File: config.mk
export PLATFORM = sky130hd
export DESIGN_NAME = tmr_alarm_pulse
export DESIGN_NICKNAME = d
export VERILOG_FILES = /design/src/rtl/tmr_alarm_pulse_pkg.sv /design/src/rtl/tmr_alarm_cmp.sv /design/src/rtl/tmr_pulse_chan.sv /design/src/rtl/tmr_event_reg.sv /design/src/rtl/tmr_alarm_pulse.sv
export SDC_FILE = /design/constraint.sdc
export NUM_CORES = 2
export LEC_CHECK = 0
export BUFFER_PORTS_ARGS = -buffer_cell sky130_fd_sc_hd__buf_2
export CAP_MARGIN = 20
export CORE_MARGIN = 2
export CORE_UTILIZATION = 50
export CTS_CLUSTER_DIAMETER = 100
export CTS_CLUSTER_SIZE = 10
export DETAILED_ROUTE_END_ITERATION = 16
export HOLD_SLACK_MARGIN = 0.03
export MAX_ROUTING_LAYER = met4
export PLACE_DENSITY = 0.66
export SETUP_SLACK_MARGIN = 0.02
export SLEW_MARGIN = 25
export SYNTH_ARGS = -nofsm -noshare
export SYNTH_HDL_FRONTEND = slang
export SYNTH_SLANG_ARGS = --single-unit
File: constraint.sdc
create_clock -name clk_i -period 10.26 [get_ports clk_i]
set_input_delay 0.513 -clock clk_i [delete_from_list [all_inputs] [get_ports clk_i]]
set_output_delay 0.513 -clock clk_i [all_outputs]
set_load 0.01 [all_outputs]
File: src/rtl/tmr_alarm_pulse_pkg.sv
package tmr_alarm_pulse_pkg;
  localparam int DATA_W = 32;
  localparam int ADDR_W = 4;

  localparam logic [ADDR_W-1:0] A_CTRL     = 4'd0;
  localparam logic [ADDR_W-1:0] A_EVT      = 4'd1;
  localparam logic [ADDR_W-1:0] A_MASK     = 4'd2;
  localparam logic [ADDR_W-1:0] A_ALM_BASE = 4'd3;  // lo at base+2k, hi at base+2k+1
  localparam logic [ADDR_W-1:0] A_PER_BASE = 4'd7;

  localparam int B_ALM_EVT = 16;  // alarm k -> 16+k
  localparam int B_PUL_EVT = 7;   // channel k -> 7-k
  localparam int B_ALM_POL = 31;  // alarm k -> 31-k
  localparam int B_START   = 28;
  localparam int B_NOALIGN = 14;
endpackage

File: src/rtl/tmr_alarm_cmp.sv
module tmr_alarm_cmp #(
  parameter int TIME_W = 64,
  parameter int DATA_W = 32
) (
  input  logic              clk_i,
  input  logic              rst_ni,
  input  logic              tick_i,
  input  logic [TIME_W-1:0] time_i,
  input  logic              wr_lo_i,
  input  logic              wr_hi_i,
  input  logic [DATA_W-1:0] wr_data_i,
  input  logic              pol_i,
  output logic              hit_o,
  output logic              pin_o
);
  localparam int HI_W = TIME_W - DATA_W;

  logic [TIME_W-1:0] cmp_q;
  logic              armed_q;
  logic              hit_q;

  assign hit_o = tick_i && armed_q && (time_i >= cmp_q);
  assign pin_o = hit_q ^ pol_i;

  always_ff @(posedge clk_i or negedge rst_ni) begin
    if (!rst_ni) begin
      cmp_q   <= '0;
      armed_q <= 1'b0;
      hit_q   <= 1'b0;
    end else begin
      hit_q <= hit_o;
      if (wr_lo_i) cmp_q[DATA_W-1:0] <= wr_data_i;
      if (wr_hi_i) begin
        cmp_q[TIME_W-1:DATA_W] <= wr_data_i[HI_W-1:0];
        armed_q                <= 1'b1;
      end else if (hit_o) begin
        armed_q <= 1'b0;
      end
    end
  end
endmodule

File: src/rtl/tmr_pulse_chan.sv
module tmr_pulse_chan #(
  parameter int TIME_W = 64,
  parameter int PER_W  = 32
) (
  input  logic              clk_i,
  input  logic              rst_ni,
  input  logic              tick_i,
  input  logic [TIME_W-1:0] time_i,
  input  logic [PER_W-1:0]  period_i,
  input  logic              run_i,
  input  logic              noalign_i,
  input  logic              align_i,
  output logic              fire_o,
  output logic              pulse_o
);
  logic              active_q;
  logic [TIME_W-1:0] target_q;
  logic [TIME_W-1:0] per_ext;
  logic              anchor;

  assign per_ext = {{(TIME_W-PER_W){1'b0}}, period_i};
  // realign mode anchors on alarm match, free mode on first tick after start
  assign anchor  = noalign_i ? (!active_q && tick_i) : align_i;
  assign fire_o  = run_i && active_q && tick_i && !(align_i && !noalign_i)
                   && (time_i >= target_q);

  always_ff @(posedge clk_i or negedge rst_ni) begin
    if (!rst_ni) begin
      active_q <= 1'b0;
      target_q <= '0;
      pulse_o  <= 1'b0;
    end else begin
      pulse_o <= fire_o;
      if (!run_i || period_i == '0) begin
        active_q <= 1'b0;
      end else if (anchor) begin
        active_q <= 1'b1;
        target_q <= time_i + per_ext;
      end else if (fire_o) begin
        target_q <= target_q + per_ext;
      end
    end
  end
endmodule

File: src/rtl/tmr_event_reg.sv
module tmr_event_reg #(
  parameter int DATA_W = 32
) (
  input  logic              clk_i,
  input  logic              rst_ni,
  input  logic [DATA_W-1:0] set_i,
  input  logic              clr_wr_i,
  input  logic              mask_wr_i,
  input  logic [DATA_W-1:0] wr_data_i,
  output logic [DATA_W-1:0] evt_o,
  output logic [DATA_W-1:0] mask_o,
  output logic              irq_o
);
  logic [DATA_W-1:0] clr;

  assign clr   = clr_wr_i ? wr_data_i : '0;
  assign irq_o = |(evt_o & mask_o);

  always_ff @(posedge clk_i or negedge rst_ni) begin
    if (!rst_ni) begin
      evt_o  <= '0;
      mask_o <= '0;
    end else begin
      evt_o <= (evt_o & ~clr) | set_i;  // new events win over a same-cycle clear
      if (mask_wr_i) mask_o <= wr_data_i;
    end
  end
endmodule

File: src/rtl/tmr_alarm_pulse.sv
module tmr_alarm_pulse
  import tmr_alarm_pulse_pkg::*;
#(
  parameter int TIME_W  = 64,
  parameter int PER_W   = 32,
  parameter int N_ALARM = 2,
  parameter int N_PULSE = 3
) (
  input  logic              clk_i,
  input  logic              rst_ni,
  input  logic [TIME_W-1:0] time_i,
  input  logic              tick_i,
  input  logic              wr_en_i,
  input  logic [ADDR_W-1:0] wr_addr_i,
  input  logic [DATA_W-1:0] wr_data_i,
  output logic [N_ALARM-1:0] alarm_o,
  output logic [N_PULSE-1:0] pulse_o,
  output logic              irq_o
);
  logic               ctrl_start;
  logic               ctrl_noalign;
  logic [N_ALARM-1:0] alm_pol;
  logic [N_ALARM-1:0] alm_hit;
  logic [N_PULSE-1:0] pul_fire;
  logic [DATA_W-1:0]  set_vec;
  logic [DATA_W-1:0]  evt_q;
  logic [DATA_W-1:0]  mask_q;
  logic               wr_ctrl;

  assign wr_ctrl = wr_en_i && (wr_addr_i == A_CTRL);

  always_ff @(posedge clk_i or negedge rst_ni) begin
    if (!rst_ni) begin
      ctrl_start   <= 1'b0;
      ctrl_noalign <= 1'b0;
      alm_pol      <= '0;
    end else if (wr_ctrl) begin
      ctrl_start   <= wr_data_i[B_START];
      ctrl_noalign <= wr_data_i[B_NOALIGN];
      for (int k = 0; k < N_ALARM; k++) alm_pol[k] <= wr_data_i[B_ALM_POL-k];
    end
  end

  for (genvar k = 0; k < N_ALARM; k++) begin : g_alm
    localparam logic [ADDR_W-1:0] LO = A_ALM_BASE + ADDR_W'(2*k);
    localparam logic [ADDR_W-1:0] HI = A_ALM_BASE + ADDR_W'(2*k + 1);
    tmr_alarm_cmp #(.TIME_W(TIME_W), .DATA_W(DATA_W)) u_cmp (
      .clk_i    (clk_i),
      .rst_ni   (rst_ni),
      .tick_i   (tick_i),
      .time_i   (time_i),
      .wr_lo_i  (wr_en_i && (wr_addr_i == LO)),
      .wr_hi_i  (wr_en_i && (wr_addr_i == HI)),
      .wr_data_i(wr_data_i),
      .pol_i    (alm_pol[k]),
      .hit_o    (alm_hit[k]),
      .pin_o    (alarm_o[k])
    );
  end

  for (genvar k = 0; k < N_PULSE; k++) begin : g_pul
    localparam logic [ADDR_W-1:0] PA = A_PER_BASE + ADDR_W'(k);
    logic [PER_W-1:0] per_q;
    always_ff @(posedge clk_i or negedge rst_ni) begin
      if (!rst_ni) per_q <= '0;
      else if (wr_en_i && (wr_addr_i == PA)) per_q <= wr_data_i[PER_W-1:0];
    end
    tmr_pulse_chan #(.TIME_W(TIME_W), .PER_W(PER_W)) u_ch (
      .clk_i    (clk_i),
      .rst_ni   (rst_ni),
      .tick_i   (tick_i),
      .time_i   (time_i),
      .period_i (per_q),
      .run_i    (ctrl_start),
      .noalign_i(ctrl_noalign),
      .align_i  (alm_hit[0]),
      .fire_o   (pul_fire[k]),
      .pulse_o  (pulse_o[k])
    );
  end

  always_comb begin
    set_vec = '0;
    for (int k = 0; k < N_ALARM; k++) set_vec[B_ALM_EVT+k] = alm_hit[k];
    for (int k = 0; k < N_PULSE; k++) set_vec[B_PUL_EVT-k] = pul_fire[k];
  end

  tmr_event_reg #(.DATA_W(DATA_W)) u_evt (
    .clk_i    (clk_i),
    .rst_ni   (rst_ni),
    .set_i    (set_vec),
    .clr_wr_i (wr_en_i && (wr_addr_i == A_EVT)),
    .mask_wr_i(wr_en_i && (wr_addr_i == A_MASK)),
    .wr_data_i(wr_data_i),
    .evt_o    (evt_q),
    .mask_o   (mask_q),
    .irq_o    (irq_o)
  );
endmodule

# Yosys cells after proc, flatten, opt, wreduce, memory -nomap -nowiden
# Index checks and enable logic that the tools add are counted.
[op_classes] addsub=6 n_lt_le_gt_ge=5 eq_ne=9 muxes=20 bitwise_logic=9 n_reduce_logical=55
[ops] operator="$add 64x32->64" n=6
[ops] operator="$mux 64" n=6
[ops] operator="$ge 64x64->1" n=5
[ops] operator="$logic_not 32->1" n=3
[ops] operator="$and 32x32->32" n=2
[ops] operator="$mux 32" n=1
[ops] operator="$not 32->32" n=1
[ops] operator="$or 32x18->32" n=1
[ops] operator="$reduce_or 32->1" n=1
[ops] operator="$logic_and 1x1->1" n=30
[ops] operator="$eq 4x3->1 const B" n=4
[ops] operator="$reduce_bool 2->1" n=8
[ops] operator="$mux 1" n=13
[ops] operator="$eq 4x2->1 const B" n=2
[ops] operator="$eq 4x4->1 const B" n=2
[ops] operator="$logic_not 1->1" n=6
[ops] operator="$reduce_and 2->1" n=3
[ops] operator="$eq 4x1->1 const B" n=1
[ops] operator="$logic_not 4->1" n=1
[ops] operator="$logic_or 1x1->1" n=3
[ops] operator="$not 1->1" n=3
[ops] operator="$xor 1x1->1" n=2
[word_totals] register_bits=494 out_inout_bits=6 elab_cells=129

# Longest topological paths before layout
[logic_depth] ltp_word=8 ltp_mapped=30 mapped_depth_nobuf=25

# By module
# A second synthesis with hierarchy kept.
[unflattened] cells_unflattened=4492 area_unflattened_um2=38239.2
[by_module_without_submodules] mod="tmr_pulse_chan at g_pul[1].u_ch ..." n_inst=2 cells_per_inst=1060 area_per_inst_um2=8020.2 seq_area_each_um2=1651.6
[by_module_without_submodules] mod="tmr_pulse_chan at g_pul[0].u_ch" n_inst=1 cells_per_inst=1063 area_per_inst_um2=7900.1 seq_area_each_um2=1651.6
[by_module_without_submodules] mod="tmr_alarm_cmp" n_inst=2 cells_per_inst=447 area_per_inst_um2=3918.8 seq_area_each_um2=1651.6
[by_module_without_submodules] mod="tmr_alarm_pulse" n_inst=1 cells_per_inst=227 area_per_inst_um2=3946.3 seq_area_each_um2=2502.4
[by_module_without_submodules] mod="tmr_event_reg" n_inst=1 cells_per_inst=188 area_per_inst_um2=2514.9 seq_area_each_um2=1601.5

# Worst setup path before layout
# Ideal clock, no wire load.
[synth_timing] path_type="input-to-reg" from="input port time_i[55]" to="register g_pul[1].u_ch.target_q[63]" setup_ps=94 arrival_ps=6080 t_required_ps=10166 setup_slack_ps=4086 path_stages=24 cell_sequence="ha_1 -> nand4_2 -> nor4_4 -> nand2_2 -> nor4_4 -> nor4_4 -> a21oi_1 -> buf_2 -> buf_2 -> clkbuf_1 -> clkbuf_1 -> o21ai_0 -> ha_1 -> o21ai_0 -> o21ai_1 -> a31oi_1 -> nor4b_2 -> o31ai_2 -> o311ai_2 -> o221ai_2 -> nor4_4 -> nand2_4 -> o311a_1 -> a221oi_2"
[synth_between] elab_chain_len=8 elab_cells_between_ends=12 classes_between="1 x add/sub; 2 x order compare; 2 x mux; 7 x reduce/logical"
[synth_lines] element="from (decl)" line="tmr_alarm_pulse.sv:11" source="input logic [TIME_W-1:0] time_i,"
[synth_lines] element="$ge 64x64->1" line="tmr_alarm_cmp.sv:22" source="assign hit_o = tick_i && armed_q && (time_i >= cmp_q);"
[synth_lines] element="$logic_and 1x1->1" line="tmr_alarm_cmp.sv:22"
[synth_lines] element="$logic_and 1x1->1" line="tmr_pulse_chan.sv:24" source="assign fire_o = run_i && active_q && tick_i && !(align_i && !noalign_i)"
[synth_lines] element="$logic_not 1->1" line="tmr_pulse_chan.sv:24"
[synth_lines] element="$logic_and 1x1->1" line="tmr_pulse_chan.sv:24"
[synth_lines] element="$logic_and 1x1->1" line="tmr_pulse_chan.sv:25" source="&& (time_i >= target_q);"
[synth_lines] element="$reduce_bool 2->1 (no source line)"
[synth_lines] element="$reduce_and 2->1 (no source line)"
[synth_lines] element="to (signal assigned)" line="tmr_pulse_chan.sv:38" source="target_q <= time_i + per_ext;"
[synth_lines] element="to (signal assigned)" line="tmr_pulse_chan.sv:40" source="target_q <= target_q + per_ext;"
[synth_lines] element="to (decl)" line="tmr_pulse_chan.sv:17" source="logic [TIME_W-1:0] target_q;"
# Several ways; a longest one is shown, not always the timed one.
# A chain may end at the register's enable or synchronous reset.

# Worst setup path after layout
[layout_timing] from="register g_alm[0].u_cmp.cmp_q[23]" to="register g_pul[2].u_ch.target_q[63]"
[layout_between] elab_chain_len=8 elab_cells_between_ends=10 classes_between="1 x order compare; 2 x mux; 7 x reduce/logical"
[layout_lines] element="from (decl)" line="tmr_alarm_cmp.sv:18" source="logic [TIME_W-1:0] cmp_q;"
[layout_lines] element="from (signal, indexed assignment)" line="tmr_alarm_cmp.sv:32" source="if (wr_lo_i) cmp_q[DATA_W-1:0] <= wr_data_i;"
[layout_lines] element="from (signal, indexed assignment)" line="tmr_alarm_cmp.sv:34" source="cmp_q[TIME_W-1:DATA_W] <= wr_data_i[HI_W-1:0];"
[layout_lines] element="$ge 64x64->1 (*)" line="tmr_alarm_cmp.sv:22"
[layout_lines] element="$logic_and 1x1->1 (*)" line="tmr_alarm_cmp.sv:22"
[layout_lines] element="$logic_and 1x1->1" line="tmr_pulse_chan.sv:24"
[layout_lines] element="$logic_not 1->1" line="tmr_pulse_chan.sv:24"
[layout_lines] element="$logic_and 1x1->1" line="tmr_pulse_chan.sv:24"
[layout_lines] element="$logic_and 1x1->1" line="tmr_pulse_chan.sv:25"
[layout_lines] element="$reduce_bool 2->1 (no source line)"
[layout_lines] element="$reduce_and 2->1 (no source line)"
[layout_lines] element="to (signal assigned)" line="tmr_pulse_chan.sv:38"
[layout_lines] element="to (signal assigned)" line="tmr_pulse_chan.sv:40"
[layout_lines] element="to (decl)" line="tmr_pulse_chan.sv:17"
# Every way passes the cells marked *; elsewhere a longest branch is shown, timed or not.

==> metrics.txt <==
status finished, final reports clean; Synth warnings 0; CTS clock-pin slew for the worst setup and hold paths 0.06 ns; Worst Max-Slew Pin Slew roughly 1.1 ns; Post-synth EDFFs 0; final WL 127000 µm; gr busiest metal met2; clock skew between 0.05 and 0.06 ns; Pleak between 15 and 20 nW; Fillers just under 7000; max_slew headroom 28.5%; Vias 33500; # clock sinks 494; Max Fanout on Critical Path 47; floorplan row count 100; Clock Power Share a little under a fifth; Total Power 9.86 mW; number of antenna violations at the first check in global routing 11; flops & latches, synth 494; Initial Utilization 50.4%; PD cells 244 nW/µm²; Port Buf Inserts 109; met3 GRT Util 5.30%; Main synth FF type dfrtp_1; Clk Latency, worst-skew pair between 0.6 and 0.7 ns; Core Area 74400 µm²; 1st-pass router iterations 8; period utilization 76.1%; switching pwr 4.36 mW; area of the multi-input gates 23000 µm²; Final Slew Violations 0; final setup TNS 0 ns; HP Class input port to register; fmax 128 MHz; CP Launch Type register; synthesized area 37500 µm²; most frequent CP cell o21ai_0; Die Area 77300 µm²; routed len/inst about 24 µm; die width 278 µm; Post-Place Setup Slack 2.24 ns; GP Congestion 0.979; Overflow after GRT 0; root buffer cell clkbuf_16; RSZ-0062 raised after global routing false; pin count of the biggest net entering global routing 153; Worst path max stage delay roughly 0.9 ns; Max IR drop VDD 0.158 mV; Final Hold Viols 0; post-CTS sizing 0; Final WS setup 2.45 ns; cell count along the critical path 23; Net Sw Frac 44.2%; part of the Yosys area used for sequential elements 32.9%; via density per instance 6.26; worst reg-to-reg path cell count 23; post-route ant nets 0; hold slack 0.306 ns; GRT Total Usage 33.6%; Synthesized Nets 4893; Max H-tree Level 2; ys async rst share 100%; Unique masters post-synth 95; CTS tree done; FF+latch area 12400 µm²; I/O pin cnt 110; Buf/Inv on CP 1; P_int 5.50 mW; Final Setup Violations 0; first-pass GRT wire length about 200000 µm; GR Util met1 42.4%; total CTS buffers 55; detailed placer's ending HPWL 92800 µm; Final min period 7.81 ns; crit path DAT 8.37 ns; Hold Path Depth 3; Nets 4892; Remaining DRCs 0; Crit Path Class register to register; CP Cell Sequence inv_1 -> ha_1 -> a21oi_1 -> o21ai_0 -> a221oi_1 -> o22ai_1 -> nor4_4 -> a211o_1 -> nand2_4 -> nand2_1 -> o21ai_0 -> ha_1 -> a21o_1 -> a21oi_1 -> a211oi_1 -> o311ai_0 -> a211oi_1 -> o21ai_0 -> o21ai_1 -> o221ai_1 -> a21o_1 -> a211o_1 -> a22oi_1; CP Capture Type register; maximum clock path buffer count 3; commonest non-fill, non-tap cell in the layout nand2_1; Avg Inst Size Synth 8.59 µm²; register share of total power a little under a third; setup bufs post-CTS 0; slowest stage cell on the critical path o21ai_1; Global Route met2 Usage 52.8%; share of cells above drive strength 1 approximately 11%; most frequent cells in the layout nand2_1, dfrtp_1, o21ai_0, ha_1, inv_1; Mapped Cells 4369; die height 278 µm; Critical Path RT ~11 ns; Crit path max-delay family compound AO/OA/AOI/OAI gates; # hold bufs at CTS 1; maximum capacitance violations 0; vias in the first global route 32000; P&R area growth vs syn 7.72%; power share of the combinational group 51.6%; Iter 0 DRT Violations 3272
## power groups by stage
| stage | sequential, mW | clock (mW) | combinational, mW |
|---|---|---|---|
| finish | 2.98 | 1.78 | 5.09 |
| detailed placement | 3.00 | 0 | 4.99 |
| global placement | 2.99 | 0 | 4.91 |
| global route | 3.05 | 1.89 | 5.69 |
| CTS | 2.97 | 1.81 | 5.02 |
| floorplan | 2.86 | 0 | 3.75 |
## worst min-delay path: cells and delay by family
family / cells / cell delay, ns
AND/OR/NAND/NOR: 1 / 0.09
buffers and inverters: 1 / 0.21
AO/OA/AOI/OAI: 1 / 0.07
## cell families (layout without fill, tap and decap cells)
family / after synthesis / count (layout) / synth area share [%]
fa+ha+maj: 420 / 420 / 14.1
simple gates: 1232 / 1232 / 15.6
compound gates: 1277 / 1277 / 21.6
flops: 494 / 494 / 32.9
xor+xnor: 154 / 154 / 3.59
mux: 208 / 208 / 6.18
buf+inv: 584 / 586 / 6.05
other cells: 0 / 10 / 0
## area by class of cell
| type | count | share of cell area (%) |
|---|---|---|
| Timing Repair Buffer | 169 | 2.53 |
| Multi-Input combinational cell | 3291 | 56.9 |
| Sequential cell | 494 | 30.6 |
| Clock inverter | 4 | 0.121 |
| Inverter | 357 | 3.31 |
| Clock buffer | 56 | 3.47 |
| Tap cell | 969 | 3.00 |
| Antenna cell | 10 | 0.0619 |
## per-layer routing
| layer | wire [µm] | up-vias | part of all wire [%] |
|---|---|---|---|
| met1 | 53600 | 16100 | 42 |
| met3 | 9110 | 340 | 7.1 |
| met5 | 0 | - | 0 |
| met2 | 57500 | 1335 | 45 |
| met4 | 7250 | 0 | 5.7 |
| li1 | - | 15700 | - |
## final timing paths
kind,from,endpoint,slack [ns]
worst max-delay path,g_alm[0].u_cmp.cmp_q[23],g_pul[2].u_ch.target_q[63],2.45
worst min-delay path,wr_data_i[9],g_alm[1].u_cmp.cmp_q[9],0.31
worst max register to register,g_alm[0].u_cmp.cmp_q[23],g_pul[2].u_ch.target_q[63],2.45
worst min register to register,g_pul[1].u_ch.target_q[63],g_pul[1].u_ch.target_q[63],0.46
max in group asynchronous,rst_ni,g_pul[0].per_q[2],7.45
min in group asynchronous,rst_ni,g_pul[0].u_ch.target_q[63],0.53
## sequential cells by signal (all words and copies together) (netlist names), 2 cells and up
name,count
g_alm.u_cmp.hit_q,2
g_pul.u_ch.target_q,192
g_pul.per_q,96
g_alm.u_cmp.armed_q,2
u_evt.evt_o,32
u_evt.mask_o,32
alm_pol,2
g_alm.u_cmp.cmp_q,128
g_pul.u_ch.pulse_o,3
g_pul.u_ch.active_q,3
## cells in the mapped netlist (all sizes together) (103+ instances only)
library cell | instances | share of area [%]
ha | 417 | 14
dfrtp | 494 | 33
a21oi | 273 | 3.7
nand3 | 137 | 1.8
nand2 | 505 | 5.1
nor2 | 190 | 1.9
mux2 | 184 | 5.5
a21o | 104 | 2.1
inv | 357 | 3.6
clkbuf | 167 | 1.7
nand4 | 103 | 1.7
o21ai | 458 | 6.1
## through the flow
stage	util (%)	area, µm²	cells
2_1_floorplan	-	37500	4369
3_3_place_gp	52.3	38900	5279
3_5_place_dp	52.3	39000	5279
4_1_cts	54.3	40400	5340
5_1_grt	54.3	40400	5347
6_report	54.3	40400	5350
Power figures use the tool's default switching activity.
